<file path="config.mk">
export PLATFORM = sky130hd
export DESIGN_NAME = usb_rx_ep_ctrl
export DESIGN_NICKNAME = d
export VERILOG_FILES = /design/src/rtl/usb_rxep_pkg.sv /design/src/rtl/rxep_slot_queue.sv /design/src/rtl/rxep_toggle.sv /design/src/rtl/rxep_hs_fsm.sv /design/src/rtl/rxep_csr.sv /design/src/rtl/usb_rx_ep_ctrl.sv
export SDC_FILE = /design/constraint.sdc
export NUM_CORES = 1
export LEC_CHECK = 0
export BUFFER_PORTS_ARGS = -buffer_cell sky130_fd_sc_hd__buf_4
export CORE_UTILIZATION = 55
export CTS_BUF_LIST = sky130_fd_sc_hd__clkbuf_8
export DETAILED_ROUTE_END_ITERATION = 10
export GPL_TIMING_DRIVEN = 1
export PLACE_DENSITY = 0.85
export RECOVER_POWER = 25
export SLEW_MARGIN = 30
export SYNTH_ARGS = -nofsm -noshare
export SYNTH_HDL_FRONTEND = slang
export SYNTH_SLANG_ARGS = --single-unit
export TNS_END_PERCENT = 10
</file>
<file path="constraint.sdc">
create_clock -name clk -period 3.5 [get_ports clk]
set_input_delay 0.175 -clock clk [delete_from_list [all_inputs] [get_ports clk]]
set_output_delay 0.175 -clock clk [all_outputs]
set_load 0.02 [all_outputs]
</file>
<file path="src/rtl/usb_rxep_pkg.sv">
package usb_rxep_pkg;

    typedef enum logic [1:0] {
        HS_ACK   = 2'd0,
        HS_NAK   = 2'd1,
        HS_NYET  = 2'd2,
        HS_STALL = 2'd3
    } hs_code_e;

    typedef enum logic [1:0] {
        ST_IDLE  = 2'd0,
        ST_EVAL  = 2'd1,
        ST_REPLY = 2'd2
    } ep_state_e;

    typedef struct packed {
        logic crc_bad;
        logic pid_bad;
    } slot_flags_t;

    localparam int B_AUTO_REL   = 15;
    localparam int B_ISO        = 14;
    localparam int B_DMA_EN     = 13;
    localparam int B_NO_NYET    = 12;
    localparam int B_DMA_MODE   = 11;
    localparam int B_TOG_WE     = 10;
    localparam int B_TOG        = 9;
    localparam int B_TOG_CLR    = 7;
    localparam int B_STALL_DONE = 6;
    localparam int B_STALL_REQ  = 5;
    localparam int B_FLUSH      = 4;
    localparam int B_DATA_ERR   = 3;
    localparam int B_OVERRUN    = 2;
    localparam int B_FULL       = 1;
    localparam int B_READY      = 0;

endpackage

</file>
<file path="src/rtl/rxep_slot_queue.sv">
module rxep_slot_queue
    import usb_rxep_pkg::*;
#(
    parameter int SLOTS = 2,
    parameter int OCC_W = $clog2(SLOTS + 1)
) (
    input  logic              clk,
    input  logic              rst_n,
    input  logic              push,
    input  slot_flags_t       push_flags,
    input  logic              pop,
    input  logic              flush_all,
    output logic [OCC_W-1:0]  occ,
    output slot_flags_t       head_flags,
    output logic              full,
    output logic              ready
);
    localparam int IDX_W = (SLOTS > 1) ? $clog2(SLOTS) : 1;

    slot_flags_t         slot_q [SLOTS];
    logic [OCC_W-1:0]    occ_q;
    logic [OCC_W-1:0]    wr_pos;
    logic [OCC_W-1:0]    occ_next;

    always_comb begin
        wr_pos   = pop ? (occ_q - OCC_W'(1)) : occ_q;
        occ_next = occ_q + OCC_W'(push) - OCC_W'(pop);
    end

    always_ff @(posedge clk) begin
        if (!rst_n) begin
            occ_q <= '0;
            for (int i = 0; i < SLOTS; i++) slot_q[i] <= '0;
        end else if (flush_all) begin
            occ_q <= '0;
        end else begin
            if (pop) begin
                for (int i = 0; i < SLOTS - 1; i++) slot_q[i] <= slot_q[i+1];
            end
            if (push) slot_q[wr_pos[IDX_W-1:0]] <= push_flags;
            occ_q <= occ_next;
        end
    end

    assign occ        = occ_q;
    assign head_flags = slot_q[0];
    assign full       = (occ_q == OCC_W'(SLOTS));
    assign ready      = (occ_q != '0);

endmodule

</file>
<file path="src/rtl/rxep_toggle.sv">
module rxep_toggle (
    input  logic clk,
    input  logic rst_n,
    input  logic clr,
    input  logic load,
    input  logic load_val,
    input  logic flip,
    output logic tog
);
    logic tog_q;

    always_ff @(posedge clk) begin
        if (!rst_n)     tog_q <= 1'b0;
        else if (clr)   tog_q <= 1'b0;
        else if (load)  tog_q <= load_val;
        else if (flip)  tog_q <= ~tog_q;
    end

    assign tog = tog_q;

endmodule

</file>
<file path="src/rtl/rxep_hs_fsm.sv">
module rxep_hs_fsm
    import usb_rxep_pkg::*;
#(
    parameter int SLOTS = 2,
    parameter int OCC_W = $clog2(SLOTS + 1)
) (
    input  logic             clk,
    input  logic             rst_n,
    input  logic             pkt_stb,
    input  logic             pkt_data1,
    input  logic             pkt_crc_err,
    input  logic             pkt_stuff_err,
    input  logic             pkt_pid_err,
    input  logic             iso,
    input  logic             stall_req,
    input  logic             no_nyet,
    input  logic             link_hs,
    input  logic             tog,
    input  logic [OCC_W-1:0] occ,
    input  logic             full,
    output logic             push,
    output slot_flags_t      push_flags,
    output logic             flip,
    output logic             stall_evt,
    output logic             ovr_evt,
    output logic             hs_valid,
    output hs_code_e         hs_code
);
    ep_state_e state_q, state_d;
    logic      lp_data1, lp_crc, lp_stuff, lp_pid;
    hs_code_e  code_q, code_d;
    logic      reply_due;
    logic      bad;

    assign bad = lp_crc | lp_stuff;

    // decision and next state
    always_comb begin
        state_d    = state_q;
        code_d     = code_q;
        reply_due  = 1'b0;
        push       = 1'b0;
        push_flags = '0;
        flip       = 1'b0;
        stall_evt  = 1'b0;
        ovr_evt    = 1'b0;
        unique case (state_q)
            ST_IDLE: begin
                if (pkt_stb) state_d = ST_EVAL;
            end
            ST_EVAL: begin
                if (iso) begin
                    if (full) begin
                        ovr_evt = 1'b1;
                    end else begin
                        push               = 1'b1;
                        push_flags.crc_bad = bad;
                        push_flags.pid_bad = lp_pid;
                    end
                end else if (bad || lp_pid) begin
                    reply_due = 1'b0;
                end else if (stall_req) begin
                    stall_evt = 1'b1;
                    reply_due = 1'b1;
                    code_d    = HS_STALL;
                end else if (full) begin
                    reply_due = 1'b1;
                    code_d    = HS_NAK;
                end else if (lp_data1 != tog) begin
                    reply_due = 1'b1;
                    code_d    = HS_ACK;
                end else begin
                    push      = 1'b1;
                    flip      = 1'b1;
                    reply_due = 1'b1;
                    if ((occ + OCC_W'(1) == OCC_W'(SLOTS)) && link_hs && !no_nyet)
                        code_d = HS_NYET;
                    else
                        code_d = HS_ACK;
                end
                state_d = reply_due ? ST_REPLY : ST_IDLE;
            end
            ST_REPLY: begin
                state_d = ST_IDLE;
            end
            default: state_d = ST_IDLE;
        endcase
    end

    // state register
    always_ff @(posedge clk) begin
        if (!rst_n) state_q <= ST_IDLE;
        else        state_q <= state_d;
    end

    // packet latch and handshake code
    always_ff @(posedge clk) begin
        if (!rst_n) begin
            lp_data1 <= 1'b0;
            lp_crc   <= 1'b0;
            lp_stuff <= 1'b0;
            lp_pid   <= 1'b0;
            code_q   <= HS_ACK;
        end else begin
            if (state_q == ST_IDLE && pkt_stb) begin
                lp_data1 <= pkt_data1;
                lp_crc   <= pkt_crc_err;
                lp_stuff <= pkt_stuff_err;
                lp_pid   <= pkt_pid_err;
            end
            code_q <= code_d;
        end
    end

    // outputs
    always_comb begin
        hs_valid = (state_q == ST_REPLY);
        hs_code  = code_q;
    end

endmodule

</file>
<file path="src/rtl/rxep_csr.sv">
module rxep_csr
    import usb_rxep_pkg::*;
#(
    parameter int MAXP  = 64,
    parameter int CNT_W = $clog2(MAXP + 1)
) (
    input  logic        clk,
    input  logic        rst_n,
    input  logic        csr_we,
    input  logic [15:0] csr_wdata,
    input  logic        unload_stb,
    input  logic        ready,
    input  logic        full,
    input  slot_flags_t head_flags,
    input  logic        tog,
    input  logic        stall_evt,
    input  logic        ovr_evt,
    output logic [15:0] csr_rdata,
    output logic        pop,
    output logic        tog_clr,
    output logic        tog_load,
    output logic        tog_val,
    output logic        iso,
    output logic        stall_req,
    output logic        no_nyet,
    output logic        dma_req
);
    logic             auto_rel_q, iso_q, dma_en_q, no_nyet_q, dma_mode_q;
    logic             stall_req_q, stall_done_q, ovr_q;
    logic [CNT_W-1:0] cnt_q;
    logic             auto_pop, cpu_pop, cnt_inc;

    assign auto_pop = unload_stb && ready && auto_rel_q && (cnt_q == CNT_W'(MAXP - 1));
    assign cpu_pop  = csr_we && (!csr_wdata[B_READY] || csr_wdata[B_FLUSH]);
    assign pop      = ready && (cpu_pop || auto_pop);
    assign cnt_inc  = unload_stb && ready && (cnt_q != CNT_W'(MAXP));

    assign tog_clr  = csr_we && csr_wdata[B_TOG_CLR];
    assign tog_load = csr_we && csr_wdata[B_TOG_WE];
    assign tog_val  = csr_wdata[B_TOG];

    always_ff @(posedge clk) begin
        if (!rst_n) begin
            auto_rel_q   <= 1'b0;
            iso_q        <= 1'b0;
            dma_en_q     <= 1'b0;
            no_nyet_q    <= 1'b0;
            dma_mode_q   <= 1'b0;
            stall_req_q  <= 1'b0;
        end else if (csr_we) begin
            auto_rel_q   <= csr_wdata[B_AUTO_REL];
            iso_q        <= csr_wdata[B_ISO];
            dma_en_q     <= csr_wdata[B_DMA_EN];
            no_nyet_q    <= csr_wdata[B_NO_NYET];
            dma_mode_q   <= csr_wdata[B_DMA_MODE];
            stall_req_q  <= csr_wdata[B_STALL_REQ];
        end
    end

    always_ff @(posedge clk) begin
        if (!rst_n) begin
            stall_done_q <= 1'b0;
            ovr_q        <= 1'b0;
        end else begin
            if (stall_evt)                                stall_done_q <= 1'b1;
            else if (csr_we && !csr_wdata[B_STALL_DONE])  stall_done_q <= 1'b0;
            if (ovr_evt)                                  ovr_q <= 1'b1;
            else if (csr_we && !csr_wdata[B_OVERRUN])     ovr_q <= 1'b0;
        end
    end

    always_ff @(posedge clk) begin
        if (!rst_n)                 cnt_q <= '0;
        else if (pop || stall_evt)  cnt_q <= '0;
        else if (cnt_inc)           cnt_q <= cnt_q + CNT_W'(1);
    end

    always_comb begin
        csr_rdata               = '0;
        csr_rdata[B_AUTO_REL]   = auto_rel_q;
        csr_rdata[B_ISO]        = iso_q;
        csr_rdata[B_DMA_EN]     = dma_en_q;
        csr_rdata[B_NO_NYET]    = iso_q ? (ready && head_flags.pid_bad) : no_nyet_q;
        csr_rdata[B_DMA_MODE]   = dma_mode_q;
        csr_rdata[B_TOG]        = tog;
        csr_rdata[B_STALL_DONE] = stall_done_q;
        csr_rdata[B_STALL_REQ]  = stall_req_q;
        csr_rdata[B_DATA_ERR]   = iso_q && ready && head_flags.crc_bad;
        csr_rdata[B_OVERRUN]    = iso_q && ovr_q;
        csr_rdata[B_FULL]       = full;
        csr_rdata[B_READY]      = ready;
    end

    assign iso       = iso_q;
    assign stall_req = stall_req_q;
    assign no_nyet   = no_nyet_q;
    assign dma_req   = dma_en_q && ready;

endmodule

</file>
<file path="src/rtl/usb_rx_ep_ctrl.sv">
module usb_rx_ep_ctrl
    import usb_rxep_pkg::*;
#(
    parameter int SLOTS = 2,
    parameter int MAXP  = 64
) (
    input  logic        clk,
    input  logic        rst_n,
    input  logic        csr_we,
    input  logic [15:0] csr_wdata,
    output logic [15:0] csr_rdata,
    input  logic        pkt_stb,
    input  logic        pkt_data1,
    input  logic        pkt_crc_err,
    input  logic        pkt_stuff_err,
    input  logic        pkt_pid_err,
    input  logic        link_hs,
    input  logic        unload_stb,
    output logic        hs_valid,
    output logic [1:0]  hs_code,
    output logic        dma_req
);
    localparam int OCC_W = $clog2(SLOTS + 1);
    localparam int CNT_W = $clog2(MAXP + 1);

    logic             q_push, q_pop, q_full, q_ready, stall_evt, ovr_evt, flip;
    slot_flags_t      q_push_flags, q_head;
    logic [OCC_W-1:0] q_occ;
    logic             tog, tog_clr, tog_load, tog_val;
    logic             iso, stall_req, no_nyet;
    hs_code_e         hs_code_e_w;

    rxep_slot_queue #(.SLOTS(SLOTS), .OCC_W(OCC_W)) u_queue (
        .clk        (clk),
        .rst_n      (rst_n),
        .push       (q_push),
        .push_flags (q_push_flags),
        .pop        (q_pop),
        .flush_all  (stall_evt),
        .occ        (q_occ),
        .head_flags (q_head),
        .full       (q_full),
        .ready      (q_ready)
    );

    rxep_toggle u_tog (
        .clk      (clk),
        .rst_n    (rst_n),
        .clr      (tog_clr),
        .load     (tog_load),
        .load_val (tog_val),
        .flip     (flip),
        .tog      (tog)
    );

    rxep_hs_fsm #(.SLOTS(SLOTS), .OCC_W(OCC_W)) u_fsm (
        .clk           (clk),
        .rst_n         (rst_n),
        .pkt_stb       (pkt_stb),
        .pkt_data1     (pkt_data1),
        .pkt_crc_err   (pkt_crc_err),
        .pkt_stuff_err (pkt_stuff_err),
        .pkt_pid_err   (pkt_pid_err),
        .iso           (iso),
        .stall_req     (stall_req),
        .no_nyet       (no_nyet),
        .link_hs       (link_hs),
        .tog           (tog),
        .occ           (q_occ),
        .full          (q_full),
        .push          (q_push),
        .push_flags    (q_push_flags),
        .flip          (flip),
        .stall_evt     (stall_evt),
        .ovr_evt       (ovr_evt),
        .hs_valid      (hs_valid),
        .hs_code       (hs_code_e_w)
    );

    rxep_csr #(.MAXP(MAXP), .CNT_W(CNT_W)) u_csr (
        .clk        (clk),
        .rst_n      (rst_n),
        .csr_we     (csr_we),
        .csr_wdata  (csr_wdata),
        .unload_stb (unload_stb),
        .ready      (q_ready),
        .full       (q_full),
        .head_flags (q_head),
        .tog        (tog),
        .stall_evt  (stall_evt),
        .ovr_evt    (ovr_evt),
        .csr_rdata  (csr_rdata),
        .pop        (q_pop),
        .tog_clr    (tog_clr),
        .tog_load   (tog_load),
        .tog_val    (tog_val),
        .iso        (iso),
        .stall_req  (stall_req),
        .no_nyet    (no_nyet),
        .dma_req    (dma_req)
    );

    assign hs_code = hs_code_e_w;

endmodule

</file>
==> out/metrics.csv <==
metric,value,unit
worst skew pair latency,0.28,ns
top-level I/O count,46,
"leading cell type in the layout, fill and taps excluded",buf_4,
prevailing post-synth register cell,dfxtp_1,
"commonest non-fill, non-tap cells in the layout","32 x buf_4, 26 x dfxtp_1, 20 x nor2_1, 17 x nor2b_1, 11 x inv_1",
final period utilization,0.687,
core box area,2760,um2
Die W,56.0,um
worst setup path startpoint,u_fsm.state_q[0],
worst-case reg-to-reg path depth,10,
dpl hpwl,2.29,mm
largest net degree at the start of global routing,25,
Cell Pwr Density,477,nW/um2
first-pass GRT wire length,5.15,mm
CP Launch Type,flip-flop,
HP Class,in -> reg,
area occupied by multi-input gates,821,um2
clk sink count,30,
Synth Area per Inst,9.27,um2
RR Endpoint,u_queue.occ[1],
"reg-to-reg slack, setup",1.10,ns
hold path depth,3,
compound-cell area share of the yosys netlist,0.0952,
per-cell routed wire length,13.0,um
Critical Path Sink,u_queue.occ[1],
Max Root-Sink Buffers,2,
Post-Synth Simple-Gate Area,0.255,
Max H-tree Level,2,
WP data required,3.68,ns
CP Max Fanout,8,
post-CTS setup buffers,0,
Adder-Cell Fraction of Synth Area,0.0312,
clock root buffer,clkbuf_8,
grt total ovfl,0,
Crit Path Category,reg -> reg,
leakage power,0.836,nW
Resized Gates After CTS,0,
TNS Setup,0,ns
"EDFF count, synth",4,
vias,1272,
vias per cell,5.41,
hold-fix buffers at CTS,0,
yosys warns,0,
status,completed,
Fmax,416,MHz
gpl congestion,0.881,
minimum clock period,2.40,ns
final hold violations,0,
final setup fails,0,
placed cell count,228,
post-synthesis xor/xnor area fraction,0.0491,
DRT Pass-1 Iters,4,
"Data arrival, critical path",2.58,ns
CTS tree,yes,
Non-Filler Instances,235,
Die Footprint,3140,um2
sequential cell area,641,um2
I/O Buffers,38,
synth unique cells,41,
"Clk pin slew, worst setup/hold paths",0.06,ns
clock buffer count from CTS,5,
MaxCap Viol Count,0,
GRT Overall Usage,0.216,
Total Wirelength,3.04,mm
"IR drop worst, VDD",0.000399,V
RR Startpoint,u_fsm.state_q[0],
Syn-to-layout area delta,16.8,%
ANT nets after route,0,
Initial Util,0.582,
ratio of cells with drive above 1 in the final layout,0.245,
sequential area share after synthesis,0.399,
flop and latch count out of synthesis,30,
Syn Inst Count,173,
nets@finish,234,
DRC viols,0,
die extent in y,56.0,um
ys async rst share,0,
main combinational cell family by area after synthesis,simple AND/OR/NAND/NOR gates,
num rows,19,
drt first-iter violations,37,
antenna violations before repair,0,
RSZ-0062 raised after global routing,no,
n_diodes,0,
Crit. End Element,flip-flop,
Layout Skew,0.00318,ns
Synth Cell Area,1600,um2
Fillers,228,
vias in the first global route,1238,
"Slew Viols, Final",0,
mux contribution to synthesized area,0.0718,
[layer usage]
layer  GRT usage  up-vias  wire, um
met5           0        -         0
met4       0.136        0        98
met3      0.0535       10       192
met2       0.379       46      1510
met1       0.229      594      1240
li1            -      622         -
[critical path, stage by stage, from the launching register on]
cell,delay (ns)
dfxtp_1,0.35
nor2b_1,0.23
and3_1,0.42
a21oi_4,0.13
or2_2,0.29
ha_1,0.27
inv_1,0.07
ha_1,0.16
xor2_1,0.18
xnor2_1,0.14
nor2_1,0.05
[per-stage QoR]
| stage | utilization | cell area, um2 | setup WS (ns) | total power, mW | hold WS [ns] |
|---|---|---|---|---|---|
| 2_1_floorplan | - | 1620 | 1.39 | 0.596 | 0.315 |
| 3_3_place_gp | 0.660 | 1820 | 1.22 | 0.640 | 0.424 |
| 3_5_place_dp | 0.660 | 1820 | 1.11 | 0.655 | 0.438 |
| 4_1_cts | 0.687 | 1900 | 1.09 | 0.904 | 0.146 |
| 5_1_grt | 0.679 | 1870 | 0.952 | 0.937 | 0.167 |
| 6_report | 0.679 | 1870 | 1.10 | 0.894 | 0.146 |
[state kept, by name, indices dropped and copies added (netlist names)]
register and cells:
u_csr.iso 1, u_tog.tog 1, u_fsm.lp_pid 1, u_csr.stall_req 1, u_csr.auto_rel_q 1, u_fsm.hs_code 2
u_csr.cnt_q 7, u_csr.stall_done_q 1, u_csr.dma_en_q 1, u_queue.occ 2, u_csr.no_nyet 1, u_queue.slot_q 4
u_csr.dma_mode_q 1, u_fsm.lp_crc 1, u_csr.ovr_q 1, u_fsm.state_q 2, u_fsm.lp_stuff 1, u_fsm.lp_data1 1
[report_power, final]
part	switching [mW]	internal (mW)
Sequential	0.0322	0.377
Combinational	0.130	0.105
Clock	0.119	0.130
Total	0.281	0.612
[final cells by class]
class                           count  share of cell area
Clock inverter                      2             0.00401
Sequential cell                    30               0.342
Inverter                            9              0.0180
Multi-Input combinational cell    120               0.438
Clock buffer                        5              0.0367
Timing Repair Buffer               38               0.140
Tap cell                           31              0.0207
[synthesized netlist by cell type (2+ instances only)]
cell / count / area share
a21oi_1: 5 / 0.016
mux2i_1: 10 / 0.062
dfxtp_1: 26 / 0.32
ha_1: 4 / 0.031
nand2_1: 9 / 0.021
xnor2_1: 6 / 0.033
edfxtp_1: 4 / 0.075
o21ai_0: 6 / 0.019
nand4_1: 2 / 0.0078
a21boi_0: 2 / 0.0094
and2_1: 3 / 0.012
inv_1: 9 / 0.021
and3_1: 4 / 0.016
nor2_1: 20 / 0.047
xor2_1: 3 / 0.016
buf_4: 14 / 0.066
nand3_1: 4 / 0.012
clkbuf_1: 2 / 0.0047
nor2b_1: 17 / 0.066
nand3_2: 2 / 0.012
[worst min path at each step]
stage                           end           from
floorplan                 u_tog.tog          rst_n
global placement     u_fsm.lp_data1      pkt_data1
detailed placement   u_fsm.lp_stuff  pkt_stuff_err
CTS                  u_fsm.lp_stuff  pkt_stuff_err
global route        u_csr.stall_req   csr_wdata[5]
finish               u_fsm.lp_stuff  pkt_stuff_err
[cell families after synthesis]
| family | after synthesis |
|---|---|
| and+or+nand+nor | 71 |
| muxes | 11 |
| AOI/OAI and AO/OA | 21 |
| DFF | 30 |
| buffers and inverters | 26 |
| adders and majority gates | 4 |
| other | 1 |
| xor gates and xnor gates | 9 |
Note: power is estimated with default switching activity, not from simulation.
